==> src/rtl/cyc_router_pkg.sv <==
package cyc_router_pkg;
  localparam int ROUTE_N = 6;

  typedef enum logic [2:0] {
    RT_RD_HIT  = 3'd0,
    RT_RD_MISS = 3'd1,
    RT_WRITE   = 3'd2,
    RT_NONCACHE = 3'd3,
    RT_LOCAL   = 3'd4,
    RT_SPACE16 = 3'd5
  } route_e;

  typedef struct packed {
    logic load;
    logic clear;
  } cyc_strobe_t;
endpackage

==> src/rtl/cyc_router_ctrl.sv <==
module cyc_router_ctrl
  import cyc_router_pkg::*;
(
  input  logic        clk,
  input  logic        rstN,
  input  logic        addrStart,
  input  logic        cycleEnd,
  output cyc_strobe_t strobe
);
  logic busy;

  always_ff @(posedge clk) begin
    if (!rstN)          busy <= 1'b0;
    else if (addrStart) busy <= 1'b1;
    else if (cycleEnd)  busy <= 1'b0;
  end

  always_comb begin
    strobe.load  = addrStart;
    strobe.clear = busy && cycleEnd && !addrStart;
  end
endmodule

==> src/rtl/cyc_router_dp.sv <==
module cyc_router_dp
  import cyc_router_pkg::*;
#(
  parameter int ADDR_W = 32,
  parameter int BE_W   = 4
) (
  input  logic                clk,
  input  logic                rstN,
  input  cyc_strobe_t         strobe,
  input  logic [ADDR_W-1:0]   addr,
  input  logic                isMem,
  input  logic                isData,
  input  logic                isWrite,
  input  logic [BE_W-1:0]     cpuBe,
  input  logic                ncaIn,
  input  logic                lbaIn,
  input  logic                bs16In,
  input  logic                dirHit,
  output logic [ROUTE_N-1:0]  routeFlags,
  output logic                sysFwd,
  output logic                cacheEn,
  output logic [BE_W-1:0]     sysBe
);
  localparam int TOP_BIT = ADDR_W - 1;

  route_e              nextRoute;
  logic [ROUTE_N-1:0]  nextFlags;
  logic                nextFwd, nextCache, isCoproc, isLocal, fixedNc;
  logic [BE_W-1:0]     nextBe;

  always_comb begin
    isCoproc = !isMem && addr[TOP_BIT];
    isLocal  = lbaIn || isCoproc;
    // I/O and interrupt acknowledge share isMem=0; halt/shutdown is memory+control+write
    fixedNc  = !isMem || (!isData && isWrite);

    if (isLocal)                nextRoute = RT_LOCAL;
    else if (fixedNc || ncaIn)  nextRoute = RT_NONCACHE;
    else if (bs16In)            nextRoute = RT_SPACE16;
    else if (isWrite)           nextRoute = RT_WRITE;
    else if (dirHit)            nextRoute = RT_RD_HIT;
    else                        nextRoute = RT_RD_MISS;

    nextFlags = '0;
    nextFlags[nextRoute] = 1'b1;

    nextFwd = (nextRoute == RT_RD_MISS) || (nextRoute == RT_WRITE) ||
              (nextRoute == RT_NONCACHE) || (nextRoute == RT_SPACE16);
    nextCache = (nextRoute == RT_RD_HIT) || (nextRoute == RT_RD_MISS) ||
                ((nextRoute == RT_WRITE) && dirHit);

    if (nextRoute == RT_RD_MISS) nextBe = '1;
    else if (nextFwd)            nextBe = cpuBe;
    else                         nextBe = '0;
  end

  always_ff @(posedge clk) begin
    if (!rstN || (strobe.clear && !strobe.load)) begin
      routeFlags <= '0;
      sysFwd     <= 1'b0;
      cacheEn    <= 1'b0;
      sysBe      <= '0;
    end else if (strobe.load) begin
      routeFlags <= nextFlags;
      sysFwd     <= nextFwd;
      cacheEn    <= nextCache;
      sysBe      <= nextBe;
    end
  end
endmodule

==> src/rtl/cyc_router.sv <==
module cyc_router
  import cyc_router_pkg::*;
#(
  parameter int ADDR_W = 32,
  parameter int BE_W   = 4
) (
  input  logic              clk,
  input  logic              rstN,
  input  logic              addrStart,
  input  logic              cycleEnd,
  input  logic [ADDR_W-1:0] addr,
  input  logic              isMem,
  input  logic              isData,
  input  logic              isWrite,
  input  logic [BE_W-1:0]   cpuBe,
  input  logic              ncaIn,
  input  logic              lbaIn,
  input  logic              bs16In,
  input  logic              dirHit,
  output logic [5:0]        routeFlags,
  output logic              sysFwd,
  output logic              cacheEn,
  output logic [BE_W-1:0]   sysBe
);
  cyc_strobe_t strobe;

  cyc_router_ctrl uCtrl (
    .clk(clk), .rstN(rstN), .addrStart(addrStart), .cycleEnd(cycleEnd),
    .strobe(strobe)
  );

  cyc_router_dp #(.ADDR_W(ADDR_W), .BE_W(BE_W)) uDp (
    .clk(clk), .rstN(rstN), .strobe(strobe), .addr(addr),
    .isMem(isMem), .isData(isData), .isWrite(isWrite), .cpuBe(cpuBe),
    .ncaIn(ncaIn), .lbaIn(lbaIn), .bs16In(bs16In), .dirHit(dirHit),
    .routeFlags(routeFlags), .sysFwd(sysFwd), .cacheEn(cacheEn), .sysBe(sysBe)
  );
endmodule

==> config.mk <==
export PLATFORM = sky130hd
export DESIGN_NAME = cyc_router
export DESIGN_NICKNAME = d
export VERILOG_FILES = /design/src/rtl/cyc_router_pkg.sv /design/src/rtl/cyc_router_ctrl.sv /design/src/rtl/cyc_router_dp.sv /design/src/rtl/cyc_router.sv
export SDC_FILE = /design/constraint.sdc
export NUM_CORES = 1
export LEC_CHECK = 0
export CAP_MARGIN = 10
export CORE_MARGIN = 1
export CORE_UTILIZATION = 35
export CTS_BUF_LIST = sky130_fd_sc_hd__clkbuf_2
export CTS_CLUSTER_DIAMETER = 50
export DETAILED_ROUTE_END_ITERATION = 8
export DONT_BUFFER_PORTS = 1
export GPL_TIMING_DRIVEN = 0
export HOLD_SLACK_MARGIN = 0.15
export PLACE_DENSITY = 0.56
export SYNTH_ARGS = -nofsm -noshare
export SYNTH_HDL_FRONTEND = slang
export SYNTH_SLANG_ARGS = --single-unit
==> constraint.sdc <==
create_clock -name clk -period 0.85 [get_ports clk]
set_input_delay 0.085 -clock clk [delete_from_list [all_inputs] [get_ports clk]]
set_output_delay 0.085 -clock clk [all_outputs]
set_load 0.03 [all_outputs]
## Word level (Yosys, flattened, before mapping)

Cells that the tools add are included.

- Bits of input ports: 47
- Logic and storage cells: 44
- Register bits after elaboration: 13
- Output and inout port bits: 12

- Reduce and logical (&&, ||, !) cells: 22
- $lt $le $gt $ge: 2
- Equality and inequality tests: 4
- Multiplexer cells: 11

Operators by type and width:

| cell | count |
|---|---|
| $mux W3 | 4 |
| $logic_or A1 B1 Y1 | 9 |
| $mux W4 | 2 |
| $logic_and A1 B1 Y1 | 7 |
| $eq A3 B2 Y1 const B | 2 |
| $logic_not A1 Y1 | 4 |
| $lt A3 B4 Y1 const B | 1 |
| $mux W1 | 4 |
| $demux W1 S3 | 1 |
| $eq A3 B1 Y1 const B | 1 |
| $eq A3 B3 Y1 const B | 1 |
| $ge A3 B1 Y1 const B | 1 |
| $logic_not A3 Y1 | 1 |
| $reduce_bool A2 Y1 | 1 |

## Longest topological paths before layout

Gate-level depths: netlist of the first run.

- Word-level depth: 12
- Depth in mapped cells: 4
- Depth with buffers taken out: 3

## Modules after synthesis

From an unflattened synthesis of the first run, not the netlist that was laid out.

- Cell total of the unflattened synthesis: 67
- Area, all modules: 579.3 um^2

By module, submodules not included:

| module | times used | area each (um^2) | cells an instance | sequential area each (um^2) |
|---|---|---|---|---|
| cyc_router_dp | 1 | 528.0 | 62 | 240.2 |
| cyc_router_ctrl | 1 | 51.3 | 5 | 20.0 |

## Worst setup path before layout of the first run

No wires, ideal clock.

- Path type: register to register
- Start point: register uCtrl.busy
- End point: register uDp.routeFlags[1]
- Slack: -0.097 ns
- Arrival time: 0.814 ns
- Library setup time: 0.133 ns
- Period minus slack after synthesis: 0.947 ns
- Stages on the path, launching flop included: 4
- Buffers on the path: 0
- Data required time: 0.717 ns
- Cells stage by stage: dfxtp_1 > nand2_1 > o21ai_1 > nor2_1

- Cells in the longest elaborated chain, start to end: 4

Ends and longest elaborated chain:

| element | line | RTL |
|---|---|---|
| from (decl) | cyc_router_ctrl.sv:10 | `logic busy;` |
| from (signal assigned) | cyc_router_ctrl.sv:13 | `if (!rstN) busy <= 1'b0;` |
| from (signal assigned) | cyc_router_ctrl.sv:14 | `else if (addrStart) busy <= 1'b1;` |
| from (signal assigned) | cyc_router_ctrl.sv:15 | `else if (cycleEnd) busy <= 1'b0;` |
| $logic_and A1 B1 Y1 (2 in series) | cyc_router_ctrl.sv:20 | `strobe.clear = busy && cycleEnd && !addrStart;` |
| $logic_and A1 B1 Y1 | cyc_router_dp.sv:58 | `if (!rstN \|\| (strobe.clear && !strobe.load)) begin` |
| $logic_or A1 B1 Y1 | cyc_router_dp.sv:58 |  |
| to (signal assigned) | cyc_router_dp.sv:64 | `routeFlags <= nextFlags;` |
| to (decl) | cyc_router_dp.sv:19 | `output logic [ROUTE_N-1:0] routeFlags,` |

Every way passes these cells.
A chain may end at the register's enable or synchronous reset.

## Worst setup path after layout of the first run

- Start point: register uCtrl.busy
- End point: register uDp.routeFlags[3]

The elaborated chain is that of the path after synthesis.

==> metrics.txt, run 1 <==
Worst-path clk slew=0.12 ns; Post-synth EDFFs=0; Root Driver=clkbuf_2; Nets=129; Multi-input gate area=369 um2; count leader, synth=dfxtp_1; Fin. Hold Viols=3; R2R depth=4; initial antenna violation count=0; CP endpoint kind=flop; CTS tree=yes; Hold WS=-0.0825 ns; WP depth=4; number of diodes=0; Sw Pwr=310 uW; LEAKAGE=0.000280 uW; DR pass1 iterations=8; GP Congestion=0.727; Slowest-stage cell, CP=dfxtp_2; CTS buffer count=3; fmax=1190 MHz; Worst Tran Pin Value=0.388 ns; Post-Route Skew=0.00496 ns; worst min-delay path class=input port to flop; row cnt=14; type of the worst setup path=flop to flop; Unique masters post-synth=22; layout cells sized above 1=35.8%; minimum clock period=0.840 ns; Slowest Stage Delay on Critical Path=0.37 ns; total routed wirelength=1370 um; Peak VDD IR=763 uV; first-pass GRT wire length=2320 um; worst reg-to-reg setup slack=0.01 ns; Crit Path Max Fanout=4; synth top area cells=dfxtp_1 42%, nand2b_1 9.1%, nor2b_1 6.1%, o211ai_1 6.1%, a21oi_1 5.7%; RSZ-0062 raised after global routing=yes; Mapped Area=617 um2; failing checks=DRC, hold timing; reg-to-reg startpoint=uCtrl.busy; fin crit share=98.8%; top cell type's share of synthesized area=42.2%; Clock Path Buffers=2; family with the most delay on the worst path=flip-flops; net switching fraction of the power=27.1%; initial core utilization=39.1%; required time worst endpoint=1.01 ns; placed standard-cell area=641 um2; cell taking the most area after synthesis=dfxtp_1; Finished Core Util=50.6%; HPWL Detailed=977 um; antenna-violating nets left=0; worst skew pair latency=0.27 ns; Critical Path AT=1.00 ns; top-level port count=59; Comb power frac=12.7%; Critical Path, Cell by Cell=nand2_4, o21ai_4, buf_6, a21oi_1; clock sinks=13; Yosys warnings=0; largest net degree at the start of global routing=11; Starting DRT DRC Count=8; net count after synthesis=116; final setup violation count=0; power share of the sequential group=59.1%; Final Non-Filler Cells=97; drc violations=2; routed vias/inst=5.52; vias=535; crit path from=uCtrl.busy; GRT overflow=0; Slew Limit Fails=0; Core Region=0.00158 mm2; htree depth=1; hold-critical path depth=1; IO buf count=0; Mapped Cells=69; full die area=0.00193 mm2; GRT Overall Usage=16.4%; P&R area growth vs syn=29.2%; vias in the first global route=528; Clock power frac=28.2%; placed cell count=85; post-synthesis sequential area ratio=42.2%; Max-Cap Viols=0; #FFs+latches synth=13; average wire per standard cell=14.2 um; Avg Cell Area, Syn=8.94 um2; CP bufs+invs=1; Die X=44.0 um; R2R Path End=uDp.routeFlags[3]; slew margin rel.=74.1%; internal power=831 uW; Tot Pwr=1140 uW; Hold Buf Count CTS=5; status=finished, violations left; Post-synth ARST share=0%; power density over cell area=1430 mW/mm2; startpoint class of the critical path=flop; # fillers=147; Critical Path End=uDp.routeFlags[3]; Reg area=282 um2; Post-synth top cells=13 x dfxtp_1, 9 x nand2b_1, 7 x a21oi_1; Most used DFF post-synth=dfxtp_1; die height=44.0 um; post-route cell area=797 um2
worst register-to-register path, delay by kind of cell (launching register included):
family	cells	cell delay, ns
AO/OA/AOI/OAI	2	0.18
AND/OR/NAND/NOR	1	0.06
flip-flops	1	0.37
buffers and inverters	1	0.13
per-stage QoR:
step	TNS, ns	setup slack (ns)	hold slack (ns)
2_1_floorplan	-0.226	-0.0575	0.203
3_3_place_gp	-1.53	-0.164	0.206
3_5_place_dp	-1.64	-0.155	0.210
4_1_cts	-0.356	-0.0579	-0.103
5_1_grt	-0.189	-0.0277	-0.127
6_report	0	0.0102	-0.0825
power groups by stage:
stage               Sequential [uW]  Combinational, uW  Clock (uW)
floorplan                       686               83.4           0
global placement                688               97.9           0
detailed placement              689               99.1           0
CTS                             681                129         344
global route                    677                162         374
finish                          674                145         322
cell usage in the layout (no fill, tap or decap), types with 2 or more instances in the layout:
cell type      instances
buf_6                  2
a21oi_2                4
clkbuf_2               4
nand2b_1               9
o211ai_1               5
inv_1                  6
dfxtp_2               11
dlygate4sd3_1          5
nand4_1                2
nor2b_1                6
nand3_1                5
nor2_1                 2
a21oi_1                3
nor3b_1                2
dfxtp_4                2
metal layers:
layer / part of all wire, % / track usage [%]
met1: 43 / 18.7
met2: 45 / 25.1
met3: 13 / 11.7
met4: 0 / 3.64
met5: 0 / 0
kinds of logic after synthesis:
| family | Yosys count | synth area share (%) |
|---|---|---|
| AOI/OAI and AO/OA | 18 | 22.1 |
| and+or+nand+nor | 31 | 31.4 |
| buffers and inverters | 7 | 4.26 |
| DFF | 13 | 42.2 |
flip-flops by register name, indices dropped and copies added (netlist names):
| signal | count |
|---|---|
| uDp.routeFlags | 6 |
| uDp.sysBe | 4 |
| uCtrl.busy | 1 |
| uDp.cacheEn | 1 |
| uDp.sysFwd | 1 |
worst min path at each step:
stage,start,endpoint
4_1_cts,rstN,uCtrl.busy
6_report,rstN,uCtrl.busy
2_1_floorplan,rstN,uCtrl.busy
3_5_place_dp,rstN,uCtrl.busy
3_3_place_gp,rstN,uCtrl.busy
5_1_grt,rstN,uCtrl.busy
cell type report:
| type | instances | area share (%) |
|---|---|---|
| Multi-Input combinational cell | 49 | 46.3 |
| Sequential cell | 13 | 35.3 |
| Timing Repair Buffer | 8 | 10.0 |
| Inverter | 6 | 2.83 |
| Clock buffer | 4 | 2.51 |
| Tap cell | 16 | 2.51 |
| Buffer | 1 | 0.471 |
what timing repair did:
| item | 4_1_cts | 5_1_grt |
|---|---|---|
| buffers inserted | 1 | 2 |
| gates resized for setup | 18 | 7 |
| hold endpoints to repair | 13 | 13 |
| setup endpoints to repair | 20 | 16 |
| pin swaps | 2 | 2 |
No activity file was read; power rests on OpenSTA's default activity.
==> run 2: changes to the inputs <==
- PLACE_DENSITY: 0.56 -> unset
==> run 2 against run 1 <==
  * The flow finishes with violations (hold timing)
  * Sequential power grew 1%
  * Non-clock buffer count shrank 1
  * Utilization grew 0.63 points
  * Hold slack gained 0.0036 ns
  * Combinational power grew 3%
  * Flip-flop and latch count is the same
  * Maximum frequency shrank 0.33%
  * First-iteration DRC count shrank 25%
  * Register-to-register slack is essentially flat
  * Largest power group unchanged
  * Highest routed layer is now met4
==> metrics.txt, run 2 (synthesis results as in run 1) <==
Root Driver=clkbuf_2; largest net degree at the start of global routing=11 (unchanged); top-level port count=59 (unchanged); reg-to-reg startpoint=uCtrl.busy; minimum clock period=0.843 ns (+0.00277 ns); CTS tree=yes; layout cells sized above 1=38.8% (+2.9 points); CP endpoint kind=flop; GP Congestion=0.656 (-9.8%); grt met3 use=6.25% (-5.4 points); first-pass GRT wire length=2210 um (-4.7%); Die X=44.0 um (unchanged); LEAKAGE=0.000279 uW (-0.36%); fin crit share=99.1% (+0.33 points); Worst Tran Pin Value=0.391 ns (+0.00333 ns); htree depth=1 (unchanged); startpoint class of the critical path=flop; met2 Use GR=21.5% (-3.6 points); fmax=1190 MHz (-0.33%); IO buf count=0 (unchanged); drc violations=0 (-2); Max-Cap Viols=0 (unchanged); antenna-violating nets left=0 (unchanged); RSZ-0062 raised after global routing=yes; required time worst endpoint=1.00 ns (about the same); Critical Path AT=1.00 ns (about the same); initial antenna violation count=0 (unchanged); largest register by flop count=uDp.routeFlags; most frequent cells in the layout=13 x dfxtp_2, 9 x nand2b_1, 6 x inv_1, 6 x nor2b_1; routed vias/inst=5.69 (+3.1%); max reg flops=6 (unchanged); Hold WS=-0.0789 ns (+0.00358 ns); Nets=128 (-0.78%); HPWL Detailed=958 um (-2.0%); failing checks=hold timing; clock sinks=13 (unchanged); Fin. Hold Viols=3 (unchanged); top flop regs=uDp.routeFlags (6), uDp.sysBe (4); Worst-path clk slew=0.12 ns (about the same); min-delay src=rstN; GRT overflow=0 (unchanged); vias in the first global route=520 (-1.5%); type of the worst setup path=flop to flop; final setup violation count=0 (unchanged); Top Usage Layer GRT=met2; Post-Route Skew=0.00993 ns (+0.00497 ns); status=finished, violations left; worst min-delay path class=input port to flop; average wire per standard cell=14.4 um (+1.3%); Peak VDD IR=745 uV (-2.4%); slew margin rel.=73.6% (-0.50 points); die height=44.0 um (unchanged); most common library cell in the layout ignoring fill and taps=dfxtp_2; Starting DRT DRC Count=6 (-2); crit path from=uCtrl.busy; power density over cell area=1430 mW/mm2 (+0.10%); full die area=0.00193 mm2 (unchanged); # fillers=147 (unchanged); Slew Limit Fails=0 (unchanged); number of diodes=0 (unchanged); worst skew pair latency=0.27 ns (about the same); total routed wirelength=1380 um (+0.29%); CTS buffer count=3 (unchanged); Core Region=0.00158 mm2 (unchanged); Crit Path Max Fanout=8 (+4); placed cell count=85 (unchanged); DR pass1 iterations=4 (-4); met1 Use GR=20.2% (+1.5 points); vias=546 (+2.1%); Tot Pwr=1160 uW (+1.4%); GRT Overall Usage=15.4% (-1.1 points); P&R area growth vs syn=30.8%; initial core utilization=39.1% (unchanged); row cnt=14 (unchanged); Final Non-Filler Cells=96 (-1.0%); Clock Path Buffers=2 (unchanged)
-- run 2: cell count changes in the layout (fill, tap and decap cells not counted) --
cell / delta
nand3_1: -2
a21oi_2: +1
nand3_2: +2
buf_4: -1
a21oi_1: -1
dfxtp_2: +2
buf_6: -1
dfxtp_4: -2
buf_12: +1
-- run 2: cell type report --
type / instances / area [um2] / area share, %
Buffer: 1 / 3.75 / 0.465
Clock buffer: 4 / 20.0 / 2.48
Inverter: 6 / 22.5 / 2.79
Multi-Input combinational cell: 49 / 383 / 47.4
Sequential cell: 13 / 277 / 34.3
Tap cell: 16 / 20.0 / 2.48
Timing Repair Buffer: 7 / 81.3 / 10.1
-- run 2: critical path, cell delays in order, from the launching register on --
cell	delay, ns
dfxtp_2	0.36
nand2_4	0.06
o21ai_4	0.14
buf_12	0.14
a211oi_2	0.03
-- run 2: routing by layer --
metal	share of wire [%]	wire length (um)
met4	0.80	11
met2	46	639
met1	44	611
met3	8.3	115
met5	0	0
-- run 2: power breakdown --
part,switching (uW),leakage [uW],internal [uW]
combinational,68.5,0.000151,81.2
sequential,47.1,0.000112,634
clock,201,0.0000166,125
total,317,0.000279,840
-- run 2: through the flow --
stage	hold WS (ns)	utilization [%]	cell area (um2)	setup TNS [ns]	setup slack (ns)
2_1_floorplan	0.203	-	621	-0.226	-0.0575
3_3_place_gp	0.205	40.6	641	-1.49	-0.153
3_5_place_dp	0.207	40.6	641	-1.58	-0.146
6_report	-0.0789	51.2	807	0	0.00741
4_1_cts	-0.0960	47.5	748	-0.166	-0.0281
5_1_grt	-0.117	51.2	807	-0.0920	-0.0252
-- run 2: path summary, 6_finish.rpt --
check / end / slack [ns] / depth (start not counted)
max: uDp.routeFlags[4] / 0.007 / 4
min: uCtrl.busy / -0.08 / 1
max reg2reg: uDp.routeFlags[4] / 0.007 / 4
min reg2reg: uDp.cacheEn / 0.56 / 2
-- run 2: what timing repair did --
item,in CTS,in global routing
cloned,0,0
setup buffers,1,1
setup endpoints to repair,20,12
pin swaps,3,2
resized for setup,18,7
endpoints found under the hold margin,13,13
hold buffers,4,1
==> run 3: changes to the inputs <==
==> constraint.sdc (replaced) <==
create_clock -name clk -period 0.85 [get_ports clk]
set_input_delay 0 -clock clk [delete_from_list [all_inputs] [get_ports clk]]
set_output_delay 0 -clock clk [all_outputs]
set_load 0.03 [all_outputs]
==> run 3 against run 2 <==
  * The run still ends with hold timing left
  * Total power shrank 0.27%
  * Global-route usage is 0.53 points higher
  * Die area unchanged
  * Cell area is 2.5% higher
  * Register-to-register slack barely moved
  * Critical path depth did not move
  * Largest cell class unchanged
==> metrics.txt, run 3 (synthesis results as in run 1) <==
failing checks=hold timing; Worst Tran Pin Value=0.391 ns (-0.000757 ns); R2R Path End=uDp.routeFlags[1]; internal power=839 uW (about the same); Slowest Stage Delay on Critical Path=0.36 ns (about the same); Finished Core Util=52.5% (+1.3 points); routed vias/inst=5.48 (-3.6%); reg-to-reg startpoint=uCtrl.busy; row cnt=14 (unchanged); type of the worst setup path=flop to flop; full die area=0.00193 mm2 (unchanged); top flop regs=uDp.routeFlags (6), uDp.sysBe (4); Fin Setup TNS=0 ns (unchanged); DR pass1 iterations=4 (unchanged); most frequent cells in the layout=9 x nand2b_1, 8 x dlygate4sd3_1, 8 x dfxtp_2; max reg flops=6 (unchanged); GRT Overall Usage=15.9% (+0.53 points); hold-critical path depth=1 (unchanged); # fillers=146 (-0.68%); HPWL Detailed=948 um (-0.99%); RSZ-0062 raised after global routing=yes; Worst-path clk slew=0.12 ns (about the same); Crit Path Max Fanout=8 (unchanged); crit path from=uCtrl.busy; clock sinks=13 (unchanged); Reg area=274 um2 (-0.90%); GP Congestion=0.693 (+5.6%); largest net degree at the start of global routing=11 (unchanged); Slew Limit Fails=0 (unchanged); startpoint class of the critical path=flop; Critical Path AT=1.01 ns (about the same); status=finished, violations left; Die X=44.0 um (unchanged); Peak VDD IR=602 uV (-19%); fmax=1190 MHz (about the same); Critical Path, Cell by Cell=nand2_4, o21ai_4, buf_12, nor2_1; GRT overflow=0 (unchanged); Core Region=0.00158 mm2 (unchanged); placed cell count=85 (unchanged); CTS buffer count=3 (unchanged); IO buf count=0 (unchanged); power share of the sequential group=58.6% (-0.3 points); antenna-violating nets left=0 (unchanged); Fin. Hold Viols=13 (+10); most common library cell in the layout ignoring fill and taps=nand2b_1; Tot Pwr=1150 uW (-0.27%); worst min-delay path class=input port to flop; CP endpoint kind=flop; Root Driver=clkbuf_2; net switching fraction of the power=27.2% (-0.18 points); average wire per standard cell=14.4 um (+0.14%); Slowest-stage cell, CP=dfxtp_2; htree depth=1 (unchanged); Sw Pwr=314 uW (-0.94%); largest register by flop count=uDp.routeFlags; Max-Cap Viols=0 (unchanged); Post-Route Skew=0.00407 ns (-0.00587 ns); Nets=131 (+2.3%); Clock power frac=28.0% (-0.2 points); die height=44.0 um (unchanged); power density over cell area=1390 mW/mm2 (-2.7%); drc violations=0 (unchanged); R2R depth=4 (unchanged); P&R area growth vs syn=34.1%; Hold WS=-0.162 ns (-0.0834 ns); slew margin rel.=73.6% (about the same); number of diodes=0 (unchanged); worst reg-to-reg setup slack=0.007 ns (about the same); first-pass GRT wire length=2270 um (+2.8%); Final Non-Filler Cells=99 (+3.1%); Critical Path End=uDp.routeFlags[1]; Starting DRT DRC Count=8 (+2); Comb power frac=13.4% (+0.5 points); pre-CTS WS=-0.150 ns (-0.00394 ns); initial antenna violation count=0 (unchanged); setup ws final=0.00744 ns (+0.0000274 ns); Multi-input gate area=379 um2 (-0.98%); Clock Path Buffers=2 (unchanged); fin crit share=99.1% (about the same); required time worst endpoint=1.02 ns (+0.02 ns); initial core utilization=39.1% (unchanged); layout cells sized above 1=31.3% (-7.4 points); final setup violation count=0 (unchanged); total routed wirelength=1420 um (+3.3%); vias=543 (-0.55%); top-level port count=59 (unchanged); LEAKAGE=0.000291 uW (+4.2%); vias in the first global route=511 (-1.7%); CTS tree=yes; worst skew pair latency=0.27 ns (about the same); minimum clock period=0.843 ns (-0.0000274 ns)
-- run 3: changes by cell type in the layout (fill, tap and decap cells not counted), sizes merged --
cell / change
dlygate4sd3: +3
-- run 3: layer usage --
layer / routed length [um] / GRT usage, % / up-vias
met3: 127 / 7.92 / 0
met1: 627 / 19.9 / 246
met5: 0 / 0 / -
met2: 668 / 24.5 / 21
met4: 0 / 3.64 / 0
li1: - / - / 276
-- run 3: what timing repair did --
item / in CTS / in global routing
resized for setup: 8 / 12
hold buffers: 5 / 3
pin swaps: 3 / 2
gates cloned: 0 / 0
endpoints found under the setup margin: 8 / 17
setup buffers: 1 / 1
endpoints found under the hold margin: 13 / 13
-- run 3: critical path: cells and delay by family, from the launching register on --
family,cells,cell delay [ns]
compound gates,1,0.14
buf+inv,1,0.14
flops,1,0.36
simple gates,2,0.11
-- run 3: worst min-delay path by stage --
stage	startpoint	endpoint	slack (ns)
finish	rstN	uCtrl.busy	-0.16
global route	rstN	uCtrl.busy	-0.20
CTS	rstN	uCtrl.busy	-0.19
detailed placement	rstN	uCtrl.busy	0.13
global placement	rstN	uCtrl.busy	0.12
floorplan	rstN	uCtrl.busy	0.12
-- run 3: cell type report --
type                    count  area share [%]
inverters                   6            2.72
flip-flops and latches     13            33.1
well taps                  16            2.42
plain buffers               1           0.454
multi-input cells          49            45.8
repair buffers             10            13.0
clock buffers               4            2.42
-- run 3: power by group through the flow --
stage	Combinational [uW]	Sequential [uW]	Clock, uW
final	154	675	323
after global routing	172	678	376
after detailed placement	98.8	688	0
after floorplan	83.4	686	0
after CTS	125	678	350
after global placement	97.1	688	0
-- run 3: stage by stage --
stage / hold slack [ns] / area [um2]
floorplan: 0.118 / 621
global placement: 0.121 / 641
detailed placement: 0.128 / 641
CTS: -0.185 / 746
global route: -0.202 / 827
finish: -0.162 / 827
